$ cat config.mk
export PLATFORM = sky130hd
export DESIGN_NAME = power_button_sleep_ctl
export DESIGN_NICKNAME = d
export VERILOG_FILES = /design/src/rtl/pbsc_pkg.sv /design/src/rtl/pbsc_datapath.sv /design/src/rtl/pbsc_control.sv /design/src/rtl/power_button_sleep_ctl.sv
export SDC_FILE = /design/constraint.sdc
export NUM_CORES = 1
export LEC_CHECK = 0
export ABC_AREA = 1
export BUFFER_PORTS_ARGS = -buffer_cell sky130_fd_sc_hd__buf_4
export CAP_MARGIN = 15
export CORE_MARGIN = 8
export CORE_UTILIZATION = 50
export DETAILED_ROUTE_END_ITERATION = 6
export PLACE_DENSITY = 0.66
export SETUP_SLACK_MARGIN = 0.1
export SLEW_MARGIN = 30
export SYNTH_ARGS = -nofsm -noshare
export SYNTH_HDL_FRONTEND = slang
export SYNTH_SLANG_ARGS = --single-unit
$ cat constraint.sdc
create_clock -name clk -period 2.2 [get_ports clk]
set_input_delay 0.11 -clock clk [delete_from_list [all_inputs] [get_ports clk]]
set_output_delay 0.11 -clock clk [all_outputs]
set_load 0.005 [all_outputs]
$ cat src/rtl/pbsc_pkg.sv
package pbsc_pkg;

  // Power state codes presented by the system.
  typedef enum logic [1:0] {
    PWR_WORK  = 2'b00,
    PWR_LIGHT = 2'b01,
    PWR_DEEP  = 2'b10,
    PWR_OFF   = 2'b11
  } pwr_state_e;

  // Control-to-datapath strobes for the hold timer.
  typedef struct packed {
    logic holdClr;
    logic holdRun;
  } dp_ctrl_t;

  // Press handling phases.
  typedef enum logic [1:0] {
    PH_IDLE   = 2'b00,
    PH_HELD   = 2'b01,
    PH_LOCKED = 2'b10
  } press_phase_e;

endpackage

$ cat src/rtl/pbsc_datapath.sv
module pbsc_datapath
  import pbsc_pkg::*;
#(
  parameter int unsigned          SYNC_STAGES = 2,
  parameter longint unsigned      DEB_CYC     = 16,
  parameter longint unsigned      HOLD_CYC    = 4000
) (
  input  logic     clk,
  input  logic     rstN,
  input  logic     buttonN,
  input  dp_ctrl_t ctrl,
  output logic     pressAcc,
  output logic     releaseAcc,
  output logic     buttonDown,
  output logic     holdDone
);

  localparam int unsigned DEB_W  = (DEB_CYC  > 1) ? $clog2(DEB_CYC)  : 1;
  localparam int unsigned HOLD_W = (HOLD_CYC > 1) ? $clog2(HOLD_CYC) : 1;
  localparam logic [DEB_W-1:0]  DEB_LAST  = DEB_W'(DEB_CYC - 1);
  localparam logic [HOLD_W-1:0] HOLD_LAST = HOLD_W'(HOLD_CYC - 1);

  // Synchroniser chain, reset to the idle (high) level.
  logic [SYNC_STAGES-1:0] syncQ;
  logic                   rawDown;

  generate
    if (SYNC_STAGES == 1) begin : g_sync1
      always_ff @(posedge clk or negedge rstN) begin
        if (!rstN) syncQ <= '1;
        else       syncQ <= buttonN;
      end
    end else begin : g_syncN
      always_ff @(posedge clk or negedge rstN) begin
        if (!rstN) syncQ <= '1;
        else       syncQ <= {syncQ[SYNC_STAGES-2:0], buttonN};
      end
    end
  endgenerate

  assign rawDown = ~syncQ[SYNC_STAGES-1];

  // Debounce filter: accept a level after DEB_CYC cycles of disagreement.
  logic [DEB_W-1:0] debCnt;
  logic             downQ;
  logic             mismatch;
  logic             flip;

  assign mismatch = (rawDown != downQ);
  assign flip     = mismatch && (debCnt == DEB_LAST);

  always_ff @(posedge clk or negedge rstN) begin
    if (!rstN) begin
      debCnt <= '0;
      downQ  <= 1'b0;
    end else if (!mismatch) begin
      debCnt <= '0;
    end else if (flip) begin
      debCnt <= '0;
      downQ  <= rawDown;
    end else begin
      debCnt <= debCnt + 1'b1;
    end
  end

  assign pressAcc   = flip &  rawDown;
  assign releaseAcc = flip & ~rawDown;
  assign buttonDown = downQ;

  // Hold timer, started and cleared by the control strobes.
  logic [HOLD_W-1:0] holdCnt;

  assign holdDone = ctrl.holdRun && (holdCnt == HOLD_LAST);

  always_ff @(posedge clk or negedge rstN) begin
    if (!rstN) begin
      holdCnt <= '0;
    end else if (ctrl.holdClr) begin
      holdCnt <= '0;
    end else if (ctrl.holdRun && !holdDone) begin
      holdCnt <= holdCnt + 1'b1;
    end
  end

endmodule

$ cat src/rtl/pbsc_control.sv
module pbsc_control
  import pbsc_pkg::*;
(
  input  logic       clk,
  input  logic       rstN,
  input  logic       pressAcc,
  input  logic       releaseAcc,
  input  logic       holdDone,
  input  logic [1:0] sleepState,
  output dp_ctrl_t   ctrl,
  output logic       sleepReq,
  output logic       wakeEvt,
  output logic       forceOff
);

  press_phase_e phaseQ, phaseNext;
  logic         sleepNext, wakeNext, forceNext;
  logic         isWorking;

  assign isWorking = (pwr_state_e'(sleepState) == PWR_WORK);

  always_comb begin
    phaseNext    = phaseQ;
    sleepNext    = 1'b0;
    wakeNext     = 1'b0;
    forceNext    = 1'b0;
    ctrl.holdClr = (phaseQ == PH_IDLE);
    ctrl.holdRun = (phaseQ == PH_HELD);
    unique case (phaseQ)
      PH_IDLE: begin
        if (pressAcc) begin
          sleepNext = isWorking;
          wakeNext  = !isWorking;
          phaseNext = PH_HELD;
        end
      end
      PH_HELD: begin
        if (releaseAcc) begin
          phaseNext = PH_IDLE;
        end else if (holdDone) begin
          forceNext = 1'b1;
          phaseNext = PH_LOCKED;
        end
      end
      PH_LOCKED: begin
        if (releaseAcc) phaseNext = PH_IDLE;
      end
      default: phaseNext = PH_IDLE;
    endcase
  end

  always_ff @(posedge clk or negedge rstN) begin
    if (!rstN) begin
      phaseQ   <= PH_IDLE;
      sleepReq <= 1'b0;
      wakeEvt  <= 1'b0;
      forceOff <= 1'b0;
    end else begin
      phaseQ   <= phaseNext;
      sleepReq <= sleepNext;
      wakeEvt  <= wakeNext;
      forceOff <= forceNext;
    end
  end

endmodule

$ cat src/rtl/power_button_sleep_ctl.sv
module power_button_sleep_ctl
  import pbsc_pkg::*;
#(
  parameter longint unsigned CLK_HZ      = 100_000_000,
  parameter longint unsigned DEBOUNCE_MS = 16,
  parameter longint unsigned HOLD_MS     = 4000,
  parameter int unsigned     SYNC_STAGES = 2
) (
  input  logic       clk,
  input  logic       rstN,
  input  logic       buttonN,
  input  logic [1:0] sleepState,
  output logic       sleepReq,
  output logic       wakeEvt,
  output logic       forceOff,
  output logic       buttonDown
);

  localparam longint unsigned DEB_RAW  = CLK_HZ * DEBOUNCE_MS / 1000;
  localparam longint unsigned HOLD_RAW = CLK_HZ * HOLD_MS / 1000;
  localparam longint unsigned DEB_CYC  = (DEB_RAW  == 0) ? 1 : DEB_RAW;
  localparam longint unsigned HOLD_CYC = (HOLD_RAW == 0) ? 1 : HOLD_RAW;

  dp_ctrl_t ctrl;
  logic     pressAcc, releaseAcc, holdDone;

  pbsc_datapath #(
    .SYNC_STAGES (SYNC_STAGES),
    .DEB_CYC     (DEB_CYC),
    .HOLD_CYC    (HOLD_CYC)
  ) u_dp (
    .clk        (clk),
    .rstN       (rstN),
    .buttonN    (buttonN),
    .ctrl       (ctrl),
    .pressAcc   (pressAcc),
    .releaseAcc (releaseAcc),
    .buttonDown (buttonDown),
    .holdDone   (holdDone)
  );

  pbsc_control u_ctl (
    .clk        (clk),
    .rstN       (rstN),
    .pressAcc   (pressAcc),
    .releaseAcc (releaseAcc),
    .holdDone   (holdDone),
    .sleepState (sleepState),
    .ctrl       (ctrl),
    .sleepReq   (sleepReq),
    .wakeEvt    (wakeEvt),
    .forceOff   (forceOff)
  );

endmodule

==> flow_summary_export.csv, run 1 <==
group,metric,value,unit
setup_path,critPathLaunchType,"flop",
synthesis,avgSynthCellArea,6.62,sq um
timing,timing.hold.ws,0.0193,ns
setup_path,cp_slowest_cell,"dfrtp_1",
synthesis,ys_seq_area_share,40.4,%
finish,areaGrowthSynthToFinish,11.4,%
finish,fin_nets,572,
timing,period_share,87.3,%
timing,rsz0062_at_grt,"no",
setup_path,crit_top_cell,"nand2_1",
drt,wirelength,8630,microns
timing,finalHoldViolCount,0,
setup_path,regToRegEndpoint,"u_dp.debCnt[3]$_DFF_PN0_",
die,initial_utilization,50.7,%
synthesis,syn-cell-area,0.00360,sq mm
timing,post-route-min-period,1.92,ns
synthesis,ys_ff_latch,58,
setup_path,cp.depth,10,
finish,drive_above_1_share,8.25,%
pwr,power.leakage,1.87,nW
pwr,power,2.12,mW
drt,dr.pass1.iters,5,
die,core,0.00710,sq mm
pwr,vdd_drop_max,0.485,mV
synthesis,yosys_warnings,0,
finish,finish.utilization,56.5,%
global_routing,overflow,0,
timing,clock.fmax,520,MHz
drt,num_vias,3380,
setup_path,endpoint_kind,"flop",
setup_path,crit_family,"simple AND/OR/NAND/NOR gates",
cts,clock_sinks,58,
setup_path,crit_path_end,"u_dp.debCnt[3]$_DFF_PN0_",
run,cap_violations,0,
finish,fin_area,0.00401,sq mm
die,die-area,0.0102,sq mm
timing,slew_headroom,50.1,%
min_path,min_path_type,"in -> reg",
place,gp_congestion,0.920,
pwr,power_density,528,mW/mm^2
finish,layout_common_cells,"191 x nand2_1, 94 x nor2_1, 68 x inv_1",
timing,postLayoutSetupSlackWorst,0.279,ns
timing,drv_slew,0,
setup_path,rrSetupSlack,0.28,ns
place,portBuffers,8,
timing,setup_viol,0,
cts,clk_latency,0.33,ns
setup_path,r2r_start,"u_dp.debCnt[0]$_DFF_PN0_",
place,dpl_cell_area,0.00377,sq mm
cts,cts_tree,"built",
setup_path,cp.buffers_inverters,3,
die,dieWidth,101,microns
die,die_h,101,microns
global_routing,grt_pass1_wl,15200,microns
cts,clk_pin_slew,0.07,ns
finish,antenna_cells,0,
setup_path,worstPathRequired,2.42,ns
synthesis,ys_types,28,
place,dp_hpwl,6360,microns
drt,drt_iter0_drc,236,
global_routing,grt_pass1_vias,3211,
setup_path,cp-startpoint,"u_dp.debCnt[0]$_DFF_PN0_",
setup_path,path_cells,"ha_2 > nand2_1 > inv_1 > nand2_1 > nor2_2 > nand3_1 > nand2_1 > inv_2 > nand3_1 > inv_1",
drt,vias_per_cell,5.05,
finish,fin_cells,669,
setup_path,ff2ff_path_depth,10,
cts,cts_buffer_depth,2,
place,pre_cts_ws,0.235,ns
setup_path,slowest_delay,0.45,ns
setup_path,cp.arrival,2.14,ns
cts,cts_htree_levels,3,
die,rows,31,
drt,drc_errors,0,
setup_path,critPathKind,"reg -> reg",
global_routing,gr-usage-all-layers,18.8,%
finish,final_common_cell,"nand2_1",
die,io_pins,9,
cts,root_buffer,"clkbuf_8",
place,dp.cells,649,
global_routing,antenna_found_initial,0,
synthesis,synthCells,544,
setup_path,cp_max_fo,10,
timing,finClkSkew,0.0138,ns
drt,wl_per_cell,12.9,microns
timing,fin_tns_setup,0,ns
synthesis,synth_nets,551,
timing,tightestPinTransition,0.749,ns
run_status,outcome,"finished, final reports clean",
global_routing,grt_max_degree,59,
drt,antenna_left,0,
cts,cts-buffers-inserted,9,
## tightest hold or removal path: cells and delay by family
| family | cells | cell delay [ns] |
|---|---|---|
| simple gates | 2 | 0.13 |
| buf+inv | 1 | 0.08 |
## layer usage
| metal | share of wire [%] | track usage (%) |
|---|---|---|
| met5 | 0 | 0 |
| met4 | 0.88 | 5.70 |
| met3 | 5.2 | 3.45 |
| met2 | 42 | 27.0 |
| met1 | 52 | 27.7 |
## sequential cells by signal, summed over array words and instances, names as in the netlist
signal           count
u_dp.holdCnt        29
u_dp.debCnt         21
u_ctl.phaseQ         2
u_dp.syncQ           2
u_ctl.forceOff       1
u_ctl.sleepReq       1
u_ctl.wakeEvt        1
u_dp.buttonDown      1
## report_power, final
group | total, mW | switching, mW | internal [mW]
registers | 1.08 | 0.00704 | 1.07
logic | 0.0516 | 0.0367 | 0.0149
clock network | 0.988 | 0.437 | 0.550
total | 2.12 | 0.481 | 1.64
## synth_stat cells, drive strengths merged
cell type  instances  area [sq um]
or2                3          18.8
a21boi             1          7.51
clkinv             1          8.76
dfrtp             56          1400
o21ai             10          50.1
buf                5          37.5
nor4               1          6.26
dfstp              2          52.6
ha                 2          25.0
nand2            195           757
a21oi              1          8.76
xor2              12           105
nor2              98           388
xnor2              1          8.76
o21bai             1          7.51
nand3             44           225
inv               71           267
nand4             20           125
a211oi             1          7.51
clkbuf             1          3.75
nor3              18          90.1
## what timing repair did
action | in CTS | in global routing
hold endpoints to repair | 58 | 0
gates resized for setup | 0 | 1
endpoints found under the setup margin | 0 | 10
buffers inserted | 0 | 0
hold buffers | 4 | 0
## layout make-up
class / instances / area [sq um]
fillers: 724 / 3090
multi-input cells: 408 / 1830
flip-flops and latches: 58 / 1450
inverters: 72 / 275
clock buffers: 11 / 141
repair buffers: 16 / 130
well taps: 99 / 124
clock inverters: 5 / 55.1
## cells by family (layout without fill, tap and decap cells)
kind of cell               Yosys count  count (layout)  synth area share (%)
AOI/OAI and AO/OA                   14              14                  2.26
xor gates and xnor gates            13              13                  3.16
adders and majority gates            2               2                 0.695
buffers and inverters               78             104                  8.79
DFF                                 58              58                  40.4
and+or+nand+nor                    379             379                  44.7
## worst min path at each step
stage / from / end / slack (ns) / depth (start not counted)
floorplan: rstN / u_ctl.forceOff$_DFF_PN0_ / -0.19 / 0
global placement: rstN / u_dp.debCnt[18]$_DFF_PN0_ / 0.22 / 1
detailed placement: buttonN / u_dp.syncQ[0]$_DFF_PN1_ / 0.22 / 1
CTS: sleepState[1] / u_ctl.wakeEvt$_DFF_PN0_ / 0.002 / 3
global route: sleepState[1] / u_ctl.wakeEvt$_DFF_PN0_ / 0.03 / 3
finish: sleepState[1] / u_ctl.wakeEvt$_DFF_PN0_ / 0.02 / 3
Note: power is estimated with default switching activity, not from simulation.
==> run 2: changes to the inputs <==
- GPL_TIMING_DRIVEN: default -> 0
==> flow_summary_export.csv, run 2 (synthesized netlist as in run 1, its figures left out) <==
group,metric,value,unit
run_status,outcome,"finished, final reports clean",
drt,dr.pass1.iters,4,
min_path,min_from,"sleepState[1]",
setup_path,cp_slowest_cell,"dfrtp_1",
timing,post-route-min-period,1.91,ns
pwr,p_clk_share,50.1,%
drt,antenna_left,0,
cts,cts_tree,"built",
global_routing,grt_pass1_wl,15200,microns
setup_path,cp.arrival,2.18,ns
pwr,vdd_drop_max,0.432,mV
place,gp_congestion,0.917,
setup_path,endpoint_kind,"flop",
pwr,power_density,560,mW/mm^2
die,core,0.00710,sq mm
finish,top_regs,"u_dp.holdCnt (29), u_dp.debCnt (21)",
setup_path,crit_top_cell,"nand2_4",
min_path,min_path_cells,3,
setup_path,ff2ff_path_depth,12,
timing,drv_slew,0,
timing,fin_tns_setup,0,ns
setup_path,r2r_start,"u_dp.holdCnt[0]$_DFFE_PN0P_",
drt,highest_layer,"met4",
cts,cts-buffers-inserted,9,
drt,num_vias,3394,
finish,fin_area,0.00406,sq mm
drt,wirelength,8590,microns
run,cap_violations,0,
timing,finalHoldViolCount,0,
drt,dr_wl_met2,3530,microns
global_routing,grt_max_degree,59,
pwr,power,2.27,mW
setup_path,cp_max_fo,10,
setup_path,cp.buffers_inverters,3,
timing,tightestPinTransition,0.730,ns
cts,cts_buffer_depth,2,
cts,clk_latency,0.34,ns
pwr,power.net_switching,0.482,mW
die,dieWidth,101,microns
finish,final_common_cell,"nand2_1",
die,io_pins,9,
timing,finClkSkew,0.0102,ns
setup_path,critPathLaunchType,"flop",
finish,antenna_cells,0,
finish,largest_reg_flops,29,
global_routing,grt_pass1_vias,3218,
finish,top_register,"u_dp.holdCnt",
setup_path,path_cells,"ha_1 > nand3_2 > inv_2 > nand2_4 > nor2_4 > nand2_2 > nand2_4 > nand2_4 > clkinv_4 > buf_6 > nand2_1 > nand2_1",
drt,met3_length,362,microns
drt,m1WireLength,4600,microns
cts,clock_sinks,58,
drt,vias_per_cell,5.06,
timing,setup_viol,0,
setup_path,worstPathRequired,2.47,ns
global_routing,gr-usage-all-layers,18.9,%
min_path,min_path_type,"in -> reg",
setup_path,crit_family,"simple AND/OR/NAND/NOR gates",
timing,clock.fmax,524,MHz
die,die_h,101,microns
finish,fin_nets,574,
setup_path,rrSetupSlack,0.29,ns
die,rows,31,
setup_path,regToRegEndpoint,"u_dp.holdCnt[21]$_DFFE_PN0P_",
place,dp_hpwl,6420,microns
finish,drive_above_1_share,8.57,%
pwr,p_sw_share,21.2,%
cts,cts_setup_buffers,0,
min_path,min_to,"u_ctl.wakeEvt$_DFF_PN0_",
setup_path,critPathKind,"reg -> reg",
place,portBuffers,8,
pwr,power.leakage,1.90,nW
drt,wl_per_cell,12.8,microns
timing,rsz0062_at_grt,"no",
cts,cts_htree_levels,3,
die,die-area,0.0102,sq mm
global_routing,antenna_found_initial,0,
timing,slew_headroom,51.4,%
global_routing,overflow,0,
pwr,combPwrFrac,2.3,%
finish,layout_common_cells,"191 x nand2_1, 94 x nor2_1, 68 x inv_1",
timing,period_share,86.7,%
finish,areaGrowthSynthToFinish,12.7,%
setup_path,cp.depth,12,
cts,clk_pin_slew,0.07,ns
drt,drt_iter0_drc,209,
drt,drc_errors,0,
die,initial_utilization,50.7,%
cts,root_buffer,"clkbuf_8",
setup_path,slowest_delay,0.40,ns
place,dpl_cell_area,0.00378,sq mm
pwr,power_frac_seq,47.6,%
pwr,intPower,1.79,mW
==> run 2: cell types whose count changed in the layout (fill, tap and decap cells not counted), sizes merged <==
cell,previous run,this run
buf,12,13
bufinv,1,2
clkbuf,11,13
clkinvlp,2,0
==> run 2: cell type report <==
cell class,count,area [sq um]
plain buffers,6,41.3
clock buffers,12,155
clock inverters,4,73.8
fillers,721,3040
inverters,72,275
multi-input cells,408,1830
flip-flops and latches,58,1460
well taps,99,124
repair buffers,12,100
==> run 2: worst max path at each step <==
stage / start / end / slack [ns]
6_report: u_dp.holdCnt[0]$_DFFE_PN0P_ / u_dp.holdCnt[21]$_DFFE_PN0P_ / 0.29
5_1_grt: u_dp.debCnt[0]$_DFF_PN0_ / u_dp.debCnt[19]$_DFF_PN0_ / 0.14
4_1_cts: u_dp.debCnt[0]$_DFF_PN0_ / u_dp.debCnt[9]$_DFF_PN0_ / 0.23
3_5_place_dp: u_dp.debCnt[0]$_DFF_PN0_ / u_dp.debCnt[3]$_DFF_PN0_ / 0.25
3_3_place_gp: u_dp.debCnt[0]$_DFF_PN0_ / u_dp.debCnt[7]$_DFF_PN0_ / 0.25
2_1_floorplan: u_dp.holdCnt[0]$_DFFE_PN0P_ / u_dp.holdCnt[23]$_DFFE_PN0P_ / 0.61
==> run 2: power by group through the flow <==
stage	clock (mW)	sequential (mW)	combinational (mW)
3_3_place_gp	0	1.10	0.0469
6_report	1.14	1.08	0.0513
2_1_floorplan	0	1.10	0.0150
4_1_cts	1.18	1.08	0.0536
5_1_grt	1.21	1.08	0.0608
3_5_place_dp	0	1.10	0.0479
==> run 2: metal layers <==
layer,vias up,track usage [%]
met1,1563,26.9
met5,-,0
met4,0,5.70
li1,1742,-
met3,11,4.14
met2,78,27.5
==> run 2: timing repair <==
| item | 4_1_cts | 5_1_grt |
|---|---|---|
| endpoints found under the setup margin | 0 | 11 |
| hold buffers | 4 | 0 |
| endpoints found under the hold margin | 58 | 0 |
| resized for setup | 0 | 2 |
==> run 2: through the flow <==
step | instances | setup slack (ns) | hold WS (ns) | utilization (%)
after floorplan | 544 | 0.614 | -0.186 | -
after global placement | 651 | 0.252 | 0.218 | 53.3
after detailed placement | 651 | 0.251 | 0.221 | 53.3
after CTS | 671 | 0.228 | 0.00589 | 57.1
after global routing | 671 | 0.136 | 0.0391 | 57.2
final | 671 | 0.293 | 0.0208 | 57.2
==> run 2: worst register-to-register path, delay by kind of cell, from the launching register on <==
family / cells / cell delay, ns
DFF: 1 / 0.40
buffers and inverters: 3 / 0.37
adders and majority gates: 1 / 0.26
and+or+nand+nor: 8 / 0.80
==> run 3: changes to the inputs <==
- ABC_AREA: 1 -> default
- CORE_UTILIZATION: 50 -> 30
- PLACE_DENSITY: 0.66 -> 0.46
==> flow_summary_export.csv, run 3 <==
group,metric,value,unit
timing,slew_headroom,48.7,%
finish,top_register,"u_dp.holdCnt",
global_routing,grt_pass1_wl,12500,microns
pwr,combPwrFrac,2.5,%
setup_path,rrSetupSlack,0.008,ns
run,cap_violations,0,
place,portBuffers,8,
synthesis,yosysMostFrequentCell,"dfrtp_1",
synthesis,syn-cell-area,0.00302,sq mm
drt,wl_per_cell,15.6,microns
timing,tightestPinTransition,0.770,ns
synthesis,synth_top_cell_by_area,"dfrtp_1",
timing,timing.hold.ws,0.358,ns
synthesis,synthCells,310,
place,dpl_cell_area,0.00325,sq mm
setup_path,cp_slowest_cell,"or4_1",
die,initial_utilization,30.9,%
cts,cts-buffers-inserted,9,
die,dieWidth,116,microns
die,core,0.00977,sq mm
setup_path,ff2ff_path_depth,6,
synthesis,ys_types,49,
setup_path,crit_path_end,"u_dp.holdCnt[9]$_DFFE_PN0P_",
finish,fin_nets,354,
setup_path,slowest_delay,0.49,ns
cts,cts_tree,"built",
synthesis,synth_nets,317,
synthesis,ys.flop_type,"dfrtp_1",
die,die-area,0.0135,sq mm
setup_path,cp-startpoint,"u_dp.holdCnt[13]$_DFFE_PN0P_",
synthesis,synth_top_family_by_area,"simple AND/OR/NAND/NOR gates",
synthesis,ys_seq_area_share,48.2,%
setup_path,critPathLaunchType,"flop",
synthesis,synth_top_area_share,46.4,%
setup_path,r2r_start,"u_dp.holdCnt[13]$_DFFE_PN0P_",
global_routing,grt_pass1_vias,2445,
finish,layout_common_cells,"53 x dfrtp_1, 31 x nor2_1, 29 x nand3_1",
timing,finalHoldViolCount,0,
die,die_h,116,microns
synthesis,synthXorXnorAreaFrac,6.38,%
pwr,intPower,1.61,mW
cts,clock_sinks,58,
timing,post-route-min-period,2.19,ns
timing,drv_slew,0,
drt,wirelength,7580,microns
pwr,power,2.13,mW
run_status,outcome,"finished, final reports clean",
synthesis,avgSynthCellArea,9.74,sq um
setup_path,cp.arrival,2.41,ns
pwr,power.leakage,1.48,nW
cts,clk_pin_slew,0.08,ns
drt,dr.pass1.iters,4,
cts,root_buffer,"clkbuf_8",
timing,finClkSkew,0.0100,ns
timing,postLayoutSetupSlackWorst,0.00788,ns
timing,rsz0062_at_grt,"yes",
die,rows,36,
pwr,power_density,573,mW/mm^2
global_routing,grt_max_degree,59,
drt,vias_per_cell,5.16,
drt,antenna_left,0,
finish,areaGrowthSynthToFinish,23.0,%
timing,setup_viol,0,
synthesis,synthMuxAreaShare,0.995,%
pwr,power.net_switching,0.516,mW
min_path,min_path_type,"reg -> reg",
pwr,vdd_drop_max,0.241,mV
synthesis,ys_ff_latch,58,
synthesis,synth_fa_ha_area_share,0.829,%
global_routing,overflow,0,
synthesis,synth-compound-area-share,11.8,%
finish,drive_above_1_share,23.3,%
pwr,p_clk_share,46.7,%
timing,clock.fmax,456,MHz
finish,antenna_cells,0,
setup_path,regToRegEndpoint,"u_dp.holdCnt[9]$_DFFE_PN0P_",
synthesis,yosys_warnings,0,
finish,largest_reg_flops,29,
place,dp.cells,451,
setup_path,worstPathRequired,2.42,ns
place,gp_congestion,0.791,
cts,cts_buffer_depth,2,
pwr,power_frac_seq,50.9,%
synthesis,synth-edff-count,0,
timing,fin_tns_setup,0,ns
setup_path,endpoint_kind,"flop",
synthesis,ys_async_sr_fraction,100,%
global_routing,antenna_found_initial,0,
drt,drc_errors,0,
place,dp_hpwl,4920,microns
timing,period_share,99.6,%
finish,fin_area,0.00371,sq mm
setup_path,path_cells,"or4_1 > or4_4 > o31ai_4 > buf_6 > clkbuf_16 > o31ai_1",
finish,fin_cells,485,
die,io_pins,9,
drt,drt_iter0_drc,103,
cts,clk_latency,0.33,ns
finish,finish.utilization,38.0,%
global_routing,gr-usage-all-layers,11.9,%
setup_path,critPathKind,"reg -> reg",
setup_path,cp_max_fo,6,
cts,cts_htree_levels,3,
synthesis,synth_common_cells,"56 x dfrtp_1, 32 x nor2_1, 30 x nand3_1",
drt,num_vias,2504,
pwr,p_sw_share,24.3,%
place,pre_cts_ws,-0.196,ns
synthesis,synth.top_cells.by_area,"dfrtp_1 46%, nand4_1 5.2%, nand3_1 5.0%",
synthesis,yosys.area_share.simple,28.3,%
finish,final_common_cell,"dfrtp_1",
finish,top_regs,"u_dp.holdCnt (29), u_dp.debCnt (21)",
==> run 3: critical path, delay by kind of cell (launching register included) <==
family          cells  cell delay (ns)
simple gates        2             0.95
compound gates      2             0.36
flops               1             0.42
buf+inv             2             0.35
==> run 3: layout make-up <==
class                   instances  area, sq um
fillers                       968         6060
multi-input cells             234         1550
flip-flops and latches         58         1460
repair buffers                 26          226
well taps                     133          166
clock buffers                   9          124
plain buffers                  12         95.1
clock inverters                 7         68.8
inverters                       6         22.5
==> run 3: worst min path at each step <==
stage	slack [ns]	start	to	cells after the start
detailed placement	0.22	buttonN	u_dp.syncQ[0]$_DFF_PN1_	1
CTS	0.36	u_dp.syncQ[0]$_DFF_PN1_	u_dp.syncQ[1]$_DFF_PN1_	0
finish	0.36	u_dp.syncQ[0]$_DFF_PN1_	u_dp.syncQ[1]$_DFF_PN1_	0
floorplan	-0.19	rstN	u_ctl.forceOff$_DFF_PN0_	0
global placement	0.22	buttonN	u_dp.syncQ[0]$_DFF_PN1_	1
global route	0.37	u_dp.syncQ[0]$_DFF_PN1_	u_dp.syncQ[1]$_DFF_PN1_	0
==> run 3: power groups by stage <==
stage                     clock network [mW]  registers (mW)  logic [mW]
after CTS                               1.01            1.08      0.0544
after floorplan                            0            1.10      0.0157
after detailed placement                   0            1.10      0.0487
after global routing                    1.07            1.08      0.0609
final                                  0.992            1.08      0.0525
after global placement                     0            1.10      0.0485
==> run 3: logic make-up after synthesis <==
kind of cell | Yosys count
AO/OA/AOI/OAI | 50
XOR/XNOR | 22
adder cells (fa/ha/maj) | 2
buffers and inverters | 18
flip-flops | 58
multiplexers | 3
AND/OR/NAND/NOR | 157
==> run 3: metal layers <==
layer	track usage [%]	share of wire, %
met2	16.9	42
met1	17.2	53
met5	0	0
met4	4.84	1.7
met3	2.22	2.7
==> run 3: what timing repair did <==
item                       CTS  global route
hold buffers                 4             0
gates cloned                 1             1
setup endpoints to repair   46            43
hold endpoints to repair    58             0
pin swaps                    4             5
gates resized for setup     13            17
buffers inserted             8             4
